**config.mk**
```make
export PLATFORM = sky130hd
export DESIGN_NAME = tick_gen
export DESIGN_NICKNAME = d
export VERILOG_FILES = /design/src/rtl/tick_pkg.sv /design/src/rtl/tick_prescaler.sv /design/src/rtl/tick_ctrl_reg.sv /design/src/rtl/tick_downcounter.sv /design/src/rtl/tick_gen.sv
export SDC_FILE = /design/constraint.sdc
export NUM_CORES = 1
export LEC_CHECK = 0
export BUFFER_PORTS_ARGS = -buffer_cell sky130_fd_sc_hd__buf_4
export CAP_MARGIN = 10
export CORE_ASPECT_RATIO = 1.75
export CORE_MARGIN = 1.5
export CORE_UTILIZATION = 55
export DETAILED_ROUTE_END_ITERATION = 16
export GPL_TIMING_DRIVEN = 0
export PLACE_DENSITY = 0.77
export SYNTH_ARGS = -nofsm -noshare
export SYNTH_HDL_FRONTEND = slang
export SYNTH_HIERARCHICAL = 1
export SYNTH_SLANG_ARGS = --single-unit
```
**constraint.sdc**
```tcl
create_clock -name clk -period 1 [get_ports clk]
set_input_delay 0.05 -clock clk [delete_from_list [all_inputs] [get_ports clk]]
set_output_delay 0.05 -clock clk [all_outputs]
set_load 0.1 [all_outputs]
```
**src/rtl/tick_pkg.sv**
```systemverilog
package tick_pkg;

  localparam int TICK_CNT_W = 7;
  localparam int TICK_REG_W = TICK_CNT_W + 1;

  typedef enum logic [1:0] {
    WR_FULL   = 2'b00,
    WR_COUNT  = 2'b01,
    WR_ENABLE = 2'b10,
    WR_NONE   = 2'b11
  } wr_sel_e;

  typedef struct packed {
    logic                  en;
    logic [TICK_CNT_W-1:0] cnt;
  } tick_ctrl_t;

  localparam tick_ctrl_t TICK_CTRL_RST = '{en: 1'b0, cnt: {TICK_CNT_W{1'b1}}};

endpackage

```
**src/rtl/tick_prescaler.sv**
```systemverilog
module tick_prescaler #(
  parameter int DIV = 256
) (
  input  logic clk,
  input  logic rst_n,
  input  logic restart_i,
  input  logic xtal_stb_i,
  output logic base_stb_o
);

  localparam int DIV_W = (DIV > 1) ? $clog2(DIV) : 1;
  localparam logic [DIV_W-1:0] DIV_LAST = DIV_W'(DIV - 1);

  logic [DIV_W-1:0] div_q, div_d;
  logic             div_ce;

  always_comb begin
    div_ce = restart_i | xtal_stb_i;
    if (restart_i) begin
      div_d = '0;
    end else if (div_q == DIV_LAST) begin
      div_d = '0;
    end else begin
      div_d = div_q + 1'b1;
    end
  end

  assign base_stb_o = xtal_stb_i & ~restart_i & (div_q == DIV_LAST);

  always_ff @(posedge clk or negedge rst_n) begin
    if (!rst_n) begin
      div_q <= '0;
    end else if (div_ce) begin
      div_q <= div_d;
    end
  end

endmodule

```
**src/rtl/tick_ctrl_reg.sv**
```systemverilog
module tick_ctrl_reg
  import tick_pkg::*;
(
  input  logic                  clk,
  input  logic                  rst_n,
  input  logic                  wr_i,
  input  wr_sel_e               wr_sel_i,
  input  logic [TICK_REG_W-1:0] wr_data_i,
  output tick_ctrl_t            ctrl_q_o,
  output tick_ctrl_t            ctrl_d_o,
  output logic                  reload_o
);

  tick_ctrl_t ctrl_q, ctrl_d;
  logic       ctrl_ce;

  always_comb begin
    ctrl_d  = ctrl_q;
    ctrl_ce = 1'b0;
    if (wr_i) begin
      unique case (wr_sel_i)
        WR_FULL: begin
          ctrl_d  = tick_ctrl_t'(wr_data_i);
          ctrl_ce = 1'b1;
        end
        WR_COUNT: begin
          ctrl_d.cnt = wr_data_i[TICK_CNT_W-1:0];
          ctrl_ce    = 1'b1;
        end
        WR_ENABLE: begin
          ctrl_d.en = wr_data_i[TICK_REG_W-1];
          ctrl_ce   = 1'b1;
        end
        default: begin
          ctrl_ce = 1'b0;
        end
      endcase
    end
  end

  always_ff @(posedge clk or negedge rst_n) begin
    if (!rst_n) begin
      ctrl_q <= TICK_CTRL_RST;
    end else if (ctrl_ce) begin
      ctrl_q <= ctrl_d;
    end
  end

  assign ctrl_q_o = ctrl_q;
  assign ctrl_d_o = ctrl_d;
  assign reload_o = ctrl_ce;

endmodule

```
**src/rtl/tick_downcounter.sv**
```systemverilog
module tick_downcounter #(
  parameter int CNT_W = 7
) (
  input  logic             clk,
  input  logic             rst_n,
  input  logic             en_i,
  input  logic             reload_i,
  input  logic [CNT_W-1:0] load_val_i,
  input  logic [CNT_W-1:0] cur_val_i,
  input  logic             base_stb_i,
  output logic             irq_o
);

  logic [CNT_W-1:0] cnt_q, cnt_d;
  logic             cnt_ce;
  logic             irq_q, irq_d;

  always_comb begin
    cnt_d  = cnt_q;
    cnt_ce = 1'b0;
    irq_d  = 1'b0;
    if (reload_i) begin
      cnt_d  = load_val_i;
      cnt_ce = 1'b1;
    end else if (!en_i) begin
      cnt_d  = cur_val_i;
      cnt_ce = 1'b1;
    end else if (base_stb_i) begin
      cnt_ce = 1'b1;
      if (cnt_q == '0) begin
        cnt_d = cur_val_i;
        irq_d = 1'b1;
      end else begin
        cnt_d = cnt_q - 1'b1;
      end
    end
  end

  always_ff @(posedge clk or negedge rst_n) begin
    if (!rst_n) begin
      cnt_q <= '1;
    end else if (cnt_ce) begin
      cnt_q <= cnt_d;
    end
  end

  always_ff @(posedge clk or negedge rst_n) begin
    if (!rst_n) begin
      irq_q <= 1'b0;
    end else begin
      irq_q <= irq_d;
    end
  end

  assign irq_o = irq_q;

endmodule

```
**src/rtl/tick_gen.sv**
```systemverilog
module tick_gen
  import tick_pkg::*;
#(
  parameter int DIV = 256
) (
  input  logic                  clk,
  input  logic                  rst_n,
  input  logic                  xtal_stb_i,
  input  logic                  wr_i,
  input  logic [1:0]            wr_sel_i,
  input  logic [TICK_REG_W-1:0] wr_data_i,
  output logic [TICK_REG_W-1:0] ctrl_o,
  output logic                  tick_irq_o
);

  logic [1:0] rst_sync_q;
  logic       rst_n_int;
  tick_ctrl_t ctrl_q, ctrl_d;
  logic       reload;
  logic       base_stb;

  always_ff @(posedge clk or negedge rst_n) begin
    if (!rst_n) begin
      rst_sync_q <= 2'b00;
    end else begin
      rst_sync_q <= {rst_sync_q[0], 1'b1};
    end
  end

  assign rst_n_int = rst_sync_q[1];

  tick_ctrl_reg u_reg (
    .clk       (clk),
    .rst_n     (rst_n_int),
    .wr_i      (wr_i),
    .wr_sel_i  (wr_sel_e'(wr_sel_i)),
    .wr_data_i (wr_data_i),
    .ctrl_q_o  (ctrl_q),
    .ctrl_d_o  (ctrl_d),
    .reload_o  (reload)
  );

  tick_prescaler #(.DIV(DIV)) u_pre (
    .clk        (clk),
    .rst_n      (rst_n_int),
    .restart_i  (reload),
    .xtal_stb_i (xtal_stb_i),
    .base_stb_o (base_stb)
  );

  tick_downcounter #(.CNT_W(TICK_CNT_W)) u_cnt (
    .clk        (clk),
    .rst_n      (rst_n_int),
    .en_i       (ctrl_q.en),
    .reload_i   (reload),
    .load_val_i (ctrl_d.cnt),
    .cur_val_i  (ctrl_q.cnt),
    .base_stb_i (base_stb),
    .irq_o      (tick_irq_o)
  );

  assign ctrl_o = ctrl_q;

endmodule

```
After elaboration in Yosys (flattened, before gate mapping)
Cells that the tools add are included.
W data, S select, Z words.
{ "word_totals": {"in_bits": 14, "ff_bits": 26, "word_cells": 40, "out_inout_bits": 9} }
{ "op_classes": {"n_mux": 17, "addsub": 2, "reduce_logical": 7, "eq_ne": 4, "bitwise_logic": 4} }
{ "ops": {"columns": ["cell", "n"], "rows": [
  ["$mux W7", 6],
  ["$mux W8", 2],
  ["$mux W1", 9],
  ["$add A8 B1 Y8 const B", 1],
  ["$eq A8 B8 Y1 const B", 1],
  ["$logic_not A7 Y1", 1],
  ["$sub A7 B1 Y7 const B", 1],
  ["$reduce_or A2 Y1", 2],
  ["$ne A3 B2 Y1 const B", 1],
  ["$reduce_and A3 Y1", 1],
  ["$reduce_or A3 Y1", 1],
  ["$and A1 B1 Y1", 2],
  ["$eq A2 B1 Y1 const B", 1],
  ["$eq A2 B2 Y1 const B", 1],
  ["$logic_not A2 Y1", 1],
  ["$reduce_and A2 Y1", 1],
  ["$not A1 Y1", 1],
  ["$or A1 B1 Y1", 1]
]} }

Longest topological paths before layout
Gate-level depths: netlist (run 1).
{ "depth": {"ltp_word": 11, "depth_mapped": 9, "ltp_nobuf": 7} }

Modules after synthesis
The synthesis (run 1) kept the hierarchy.
{ "modules_own_cells": {"columns": ["module", "instances", "cells_per_inst", "area_per_inst_um2"], "rows": [
  ["tick_downcounter", 1, 72, 631.9],
  ["tick_ctrl_reg", 1, 28, 465.4],
  ["tick_prescaler", 1, 48, 455.4],
  ["tick_gen", 1, 3, 53.8]
]} }

Worst setup path after synthesis (run 1)
OpenSTA, ideal clock, no wires.
{ "synth_path": {"path_type": "reg2reg", "start": "register, netlist name u_reg/ctrl_q_o[7]", "end": "register u_cnt.cnt_q[5]", "path_slack_ps": -1002, "t_required_ps": 914, "n_path_buf": 2, "arrival_time_ps": 1917, "period_less_slack_ps": 2002, "path_stages_with_launch": 7, "path_cell_list": "dfrtp_1 > clkbuf_1 > nand2b_1 > clkbuf_1 > nor2b_1 > a31oi_1 > o31ai_1"} }
{ "synth_via": {"elab_chain_cells": 3, "elab_cells_between_ends": 6, "cone_classes": "eq/ne: 1; mux: 4; reduce/logical: 1"} }
{ "synth_lines": {"columns": ["element", "line", "source"], "rows": [
  ["$mux W1", "tick_downcounter.sv:25", "end else if (!en_i) begin"],
  ["$mux W1", "tick_downcounter.sv:22", "if (reload_i) begin"],
  ["$reduce_and A2 Y1 (no source line)", null, null],
  ["end signal: assignment", "tick_downcounter.sv:43", "cnt_q <= cnt_d;"],
  ["end: declaration", "tick_downcounter.sv:14", "logic [CNT_W-1:0] cnt_q, cnt_d;"]
]} }
Parallel ways exist; a longest one is shown, timed or not.
A chain may end at the register's enable or synchronous reset.

Final worst setup path (run 1)
{ "layout_path": {"start": "register u_pre.div_q[5]", "end": "register u_cnt.cnt_q[3]"} }
{ "layout_via": {"elab_chain_cells": 6, "elab_cells_between_ends": 7, "cone_classes": "eq/ne: 2; mux: 3; bitwise: 1; reduce/logical: 1"} }
{ "layout_lines": {"columns": ["element", "line", "source"], "rows": [
  ["start: declaration", "tick_prescaler.sv:14", "logic [DIV_W-1:0] div_q, div_d;"],
  ["start signal: assignment", "tick_prescaler.sv:34", "div_q <= div_d;"],
  ["$eq A8 B8 Y1 (*)", "tick_prescaler.sv:28", "assign base_stb_o = xtal_stb_i & ~restart_i & (div_q == DIV_LAST);"],
  ["$and A1 B1 Y1 (*)", "tick_prescaler.sv:28", null],
  ["named net base_stb", "tick_gen.sv:20", "logic base_stb;"],
  ["$mux W1", "tick_downcounter.sv:28", "end else if (base_stb_i) begin"],
  ["$mux W1", "tick_downcounter.sv:25", null],
  ["$mux W1", "tick_downcounter.sv:22", null],
  ["$reduce_and A2 Y1 (no source line) (*)", null, null]
]} }
Mark *: on every way through the listed nets, which the timed path passes. The rest lies on a longest branch.

==> flow_summary.toml, run 1 <==
[run_status]
outcome = "complete, but fails checks"
violations = "setup timing"

[routing]
wl_um = 4400
postRouteAntennaNets = 0
drt_iter0_drc = 34
via_per_inst = 6.133
drtPass1Iterations = 4
drc_errors = 0
vias = 1380
wl_per_cell_um = 19.56

[worst_setup_path]
path_cells = "nand4_1 > or2_4 > nor3_4 > nand2b_4 > buf_4 > clkbuf_4 > nor3b_1 > a21oi_1 > o21ai_2"
crit_path_start_kind = "flop"
crit_fanout = 4
max_stage_delay_ps = 380
end_kind = "flop"
crit_required_ps = 1190
r2r-start = "u_pre/div_q[5]$_DFFE_PN0P_"
crit_path_start = "u_pre/div_q[5]$_DFFE_PN0P_"
cp_slowest_cell = "dfrtp_1"
cp.arrival_ps = 2080
crit_type = "reg -> reg"

[finish]
area_delta_synth_final_pct = 48.31
fillCellCount = 137
layout-drive-gt1-share_pct = 60.61
instances_no_fill = 225
n_antenna_cell = 0
nets = 216
fin_util_pct = 86.94
multi_input_area_mm2 = 0.001047
seq_area_um2 = 701.9

[floorplanning]
die_y_um = 74.25
die_w_um = 43.71
row_count = 25
die-area_mm2 = 0.003245
ios = 23
core_area_mm2 = 0.002721
start_util_pct = 58.62

[synthesis]
synthCells = 150
synth.net_count = 167
synth.avg_cell_area_um2 = 10.64
synth_area_mm2 = 0.001595
ys.warnings.count = 6

[grt]
met3_usage_pct = 1.942
grt_use_total_pct = 26.70
grt_max_degree = 25
met1_usage_pct = 29.94
grt_pass1_vias = 1398
grt-ovfl-total = 0
grt_antenna_before_repair = 0
grt.busiest_layer = "met2"
gr-usage-met2_pct = 48.86
grt_pass1_wl_um = 6396

[sta]
max_freq_ghz = 0.5293
finalCritPeriodShare_pct = 188.9
period_minus_slack_ps = 1889
clock_skew_ps = 3.453
hold_viol_final = 0
maxSlewViolCount = 0
setup-tns-final_ps = -8180
setup_ws_ps = -889.3
relSlewSlack_pct = 64.09
setup_viol = 24
tightestPinTransition_ps = 538.6
rsz0062_at_grt = "yes"

[place]
dp_hpwl_um = 2418
gp_congestion = 0.8328
portBuffers = 21
preCtsSetupSlack_ps = -980.1
post-place-cells = 198

[pwr]
p_leak_uw = 0.001001
ir_drop_mv = 1.388
p_per_area_mw_per_mm2 = 1658

[cts]
clock-root-buffer = "clkbuf_8"
cts.sinks = 26
clock_latency_ps = 270
clkTransAtPathRegs_ps = 90
cts_max_path_buffers = 2
cts_buffers = 3
cts_htree_levels = 1
tritoncts = "built"

[hold_path]
holdCritStartpoint = "wr_data_i[6]"
hp-class = "in -> reg"

[flow_run]
max_cap_viol_count = 0
-- worst max-delay path, delay by kind of cell, from the launching register on --
kind            cells  cell delay [ps]
compound gates      2              370
flops               1              380
buf+inv             2              240
simple gates        5              810
-- area by class of cell --
class,count,share of cell area [%]
sequential,26,29.67
buffer,8,2.750
multi-input combinational,111,44.26
timing repair buffer,44,18.77
tap,27,1.428
inverter,5,0.7932
clock buffer,4,2.327
-- state kept, by name, summed over array words and instances (netlist names) --
register and count:
rst_sync_q 2, u_cnt/cnt_q 7, u_cnt/irq_o 1, u_pre/div_q 8, u_reg/ctrl_q_o 8
-- metal layers --
layer	vias to the layer above	share of wire, %
met1	690	37
met4	0	3.4
met5	-	0
met2	33	58
li1	643	-
met3	14	2.2
-- where the power goes --
part	internal, µW	switching (µW)	leakage [µW]	total (µW)
combinational	794	901	0.000668	1700
clock	352	328	0.0000288	680
sequential	1320	224	0.000304	1550
total	2470	1450	0.00100	3920
-- what timing repair did --
| action | 4_1_cts | 5_1_grt |
|---|---|---|
| pin swaps | 14 | 9 |
| hold buffers | 1 | 0 |
| setup buffers | 14 | 9 |
| cloned | 1 | 0 |
| endpoints found under the hold margin | 2 | 0 |
| resized for setup | 46 | 21 |
| setup endpoints to repair | 34 | 48 |
-- final timing paths --
check                                                endpoint  slack, ps  depth (start not counted)
worst max-delay path               u_cnt/cnt_q[3]$_DFFE_PN1P_       -890                          9
worst min-delay path            u_reg/ctrl_q_o[6]$_DFFE_PN1P_         20                          2
worst max register to register     u_cnt/cnt_q[3]$_DFFE_PN1P_       -890                          9
worst min register to register  u_reg/ctrl_q_o[7]$_DFFE_PN0P_        260                          0
max in group asynchronous       u_reg/ctrl_q_o[7]$_DFFE_PN0P_        350                          0
min in group asynchronous             rst_sync_q[1]$_DFF_PN0_         90                          2
-- through the flow --
step	instance area (µm²)	power (µW)	hold slack [ps]
after CTS	2218	3753	10.48
after floorplan	1682	2514	-245.6
after detailed placement	1873	2778	-166.0
after global placement	1873	2754	-168.0
after global routing	2366	4077	19.43
final	2366	3922	23.32
-- layout by cell type, fill, tap and decap left out, drive strengths merged, types with 5 or more instances in the layout --
| master | count |
|---|---|
| nor2 | 5 |
| dfrtp | 12 |
| o21ai | 9 |
| buf | 45 |
| clkbuf | 10 |
| nand2b | 7 |
| inv | 5 |
| a21oi | 6 |
| mux2 | 15 |
| o31ai | 5 |
| nand2 | 10 |
| dfstp | 14 |
| nand3 | 5 |
Power figures use the tool's default switching activity.
==> inputs of run 2 (changes only) <==
--- a/config.mk
+++ b/config.mk
@@ -13,6 +13,7 @@
 export DETAILED_ROUTE_END_ITERATION = 16
 export GPL_TIMING_DRIVEN = 0
 export PLACE_DENSITY = 0.77
+export REMOVE_ABC_BUFFERS = 1
 export SYNTH_ARGS = -nofsm -noshare
 export SYNTH_HDL_FRONTEND = slang
 export SYNTH_HIERARCHICAL = 1
==> flow_summary.toml, run 2 (synthesized netlist as in run 1, its figures left out) <==
[run_status]
outcome = "complete, but fails checks"
violations = "setup timing"

[worst_setup_path]
reg2regPathDepth = 7
end_kind = "flop"
crit_type = "reg -> reg"
crit_path_start_kind = "flop"
crit_fanout = 6
crit_required_ps = 1210
cp.arrival_ps = 1950

[floorplanning]
row_count = 25
die-area_mm2 = 0.003245
start_util_pct = 58.62
die_y_um = 74.25
core_area_mm2 = 0.002721
die_w_um = 43.71
ios = 23

[grt]
grt_pass1_vias = 1339
grt_use_total_pct = 25.68
grt_pass1_wl_um = 6161
grt_max_degree = 25
grt_antenna_before_repair = 0
grt-ovfl-total = 0

[pwr]
p_int_uw = 2666
clkPwrFrac_pct = 21.3
p_leak_uw = 0.0009826
combPwrFrac_pct = 41.9
p_total_uw = 4157
p_per_area_mw_per_mm2 = 1763
seq_power_share_pct = 36.7
power_switching_uw = 1491
ir_drop_mv = 1.264
swShare_pct = 35.87

[finish]
fillCellCount = 136
final_common_cell = "buf_4"
area_delta_synth_final_pct = 47.84
n_antenna_cell = 0
final_cell_mix = "32 x buf_4, 14 x dfstp_2, 10 x mux2_4, 9 x buf_12"
nets = 214
layout-drive-gt1-share_pct = 62.24

[cts]
cts_max_path_buffers = 2
clock-root-buffer = "clkbuf_8"
cts_buffers = 3
cts.sinks = 26
cts_htree_levels = 1
tritoncts = "built"
clkTransAtPathRegs_ps = 100
clock_latency_ps = 280

[sta]
maxSlewViolCount = 0
setup_ws_ps = -740.2
period_minus_slack_ps = 1740
finalCritPeriodShare_pct = 174.0
clock_skew_ps = 6.471
setup_viol = 24
max_freq_ghz = 0.5747
hold_viol_final = 0
tightestPinTransition_ps = 549.7
rsz0062_at_grt = "yes"
setup-tns-final_ps = -9043
relSlewSlack_pct = 63.35

[place]
gp_congestion = 0.7889
preCtsSetupSlack_ps = -1181
dp_hpwl_um = 2300
portBuffers = 22

[routing]
vias = 1357
drtPass1Iterations = 4
wl_per_cell_um = 19.50
via_per_inst = 6.085
drc_errors = 0
highest_layer = "met4"
dr_wl_met3_um = 66
route.met2.wl_um = 2601
drt_iter0_drc = 47
wl_met1_um = 1560
wl_um = 4349
postRouteAntennaNets = 0

[hold_path]
hold_depth = 2
hp-class = "in -> reg"

[flow_run]
max_cap_viol_count = 0
run 2: cell count changes in the layout (fill, tap and decap cells not counted), moves of 2 or more:
cell and delta:
clkbuf_8 -2, clkbuf_2 -2, a31oi_2 -2, dfstp_4 -7, a31oi_1 +2, mux2_4 -5
o31ai_2 -2, dfstp_2 +7, o21ai_1 -2, mux2_2 +5, clkbuf_1 -2
run 2: worst max-delay path: stages, from the launching register on:
cell and delay, ps:
dfstp_2 390, inv_2 80, ha_4 120, or4b_4 490, o21ai_4 230, buf_12 160
nand2_2 50, a31oi_1 150
run 2: power groups by stage:
stage	sequential, µW	clock [µW]	combinational [µW]
2_1_floorplan	1820	0	579
3_3_place_gp	1500	0	1140
3_5_place_dp	1510	0	1170
4_1_cts	1510	899	1500
5_1_grt	1550	928	1830
6_report	1530	886	1740
run 2: worst paths after layout:
path	from	to	slack [ps]
max reg2reg	u_cnt/cnt_q[0]$_DFFE_PN1P_	u_cnt/cnt_q[1]$_DFFE_PN1P_	-740
min in group asynchronous	rst_n	rst_sync_q[1]$_DFF_PN0_	80
max in group asynchronous	rst_sync_q[1]$_DFF_PN0_	u_reg/ctrl_q_o[7]$_DFFE_PN0P_	330
max	u_cnt/cnt_q[0]$_DFFE_PN1P_	u_cnt/cnt_q[1]$_DFFE_PN1P_	-740
min	wr_data_i[7]	u_reg/ctrl_q_o[7]$_DFFE_PN0P_	6
min reg2reg	rst_sync_q[1]$_DFF_PN0_	u_pre/div_q[2]$_DFFE_PN0P_	260
run 2: through the flow:
step / utilization, % / hold slack [ps] / area, µm² / std cells
after detailed placement: 64.92 / -166.2 / 1767 / 192
after floorplan: - / -245.6 / 1549 / 142
after global placement: 64.23 / -168.0 / 1748 / 191
final: 86.67 / 6.329 / 2359 / 223
after CTS: 79.45 / 3.277 / 2162 / 214
after global routing: 86.67 / 4.580 / 2359 / 223
run 2: area by class of cell:
class,instances,area [µm²],area share [%]
Clock inverter,1,30.03,1.273
Sequential cell,26,673.1,28.54
Tap cell,27,33.78,1.432
Multi-Input combinational cell,111,1037,43.98
Inverter,5,18.77,0.7958
Timing Repair Buffer,50,524.3,22.23
Clock buffer,3,41.29,1.751
run 2: what timing repair did:
action | 4_1_cts | 5_1_grt
hold buffers | 1 | 0
gates resized for setup | 49 | 26
pin swaps | 13 | 14
endpoints found under the hold margin | 2 | 0
endpoints found under the setup margin | 34 | 24
buffers inserted | 17 | 10
run 2: per-layer routing:
layer	track usage (%)	up-vias
li1	-	632
met1	28.32	692
met2	48.86	22
met3	2.184	11
met4	10.10	0
met5	0	-
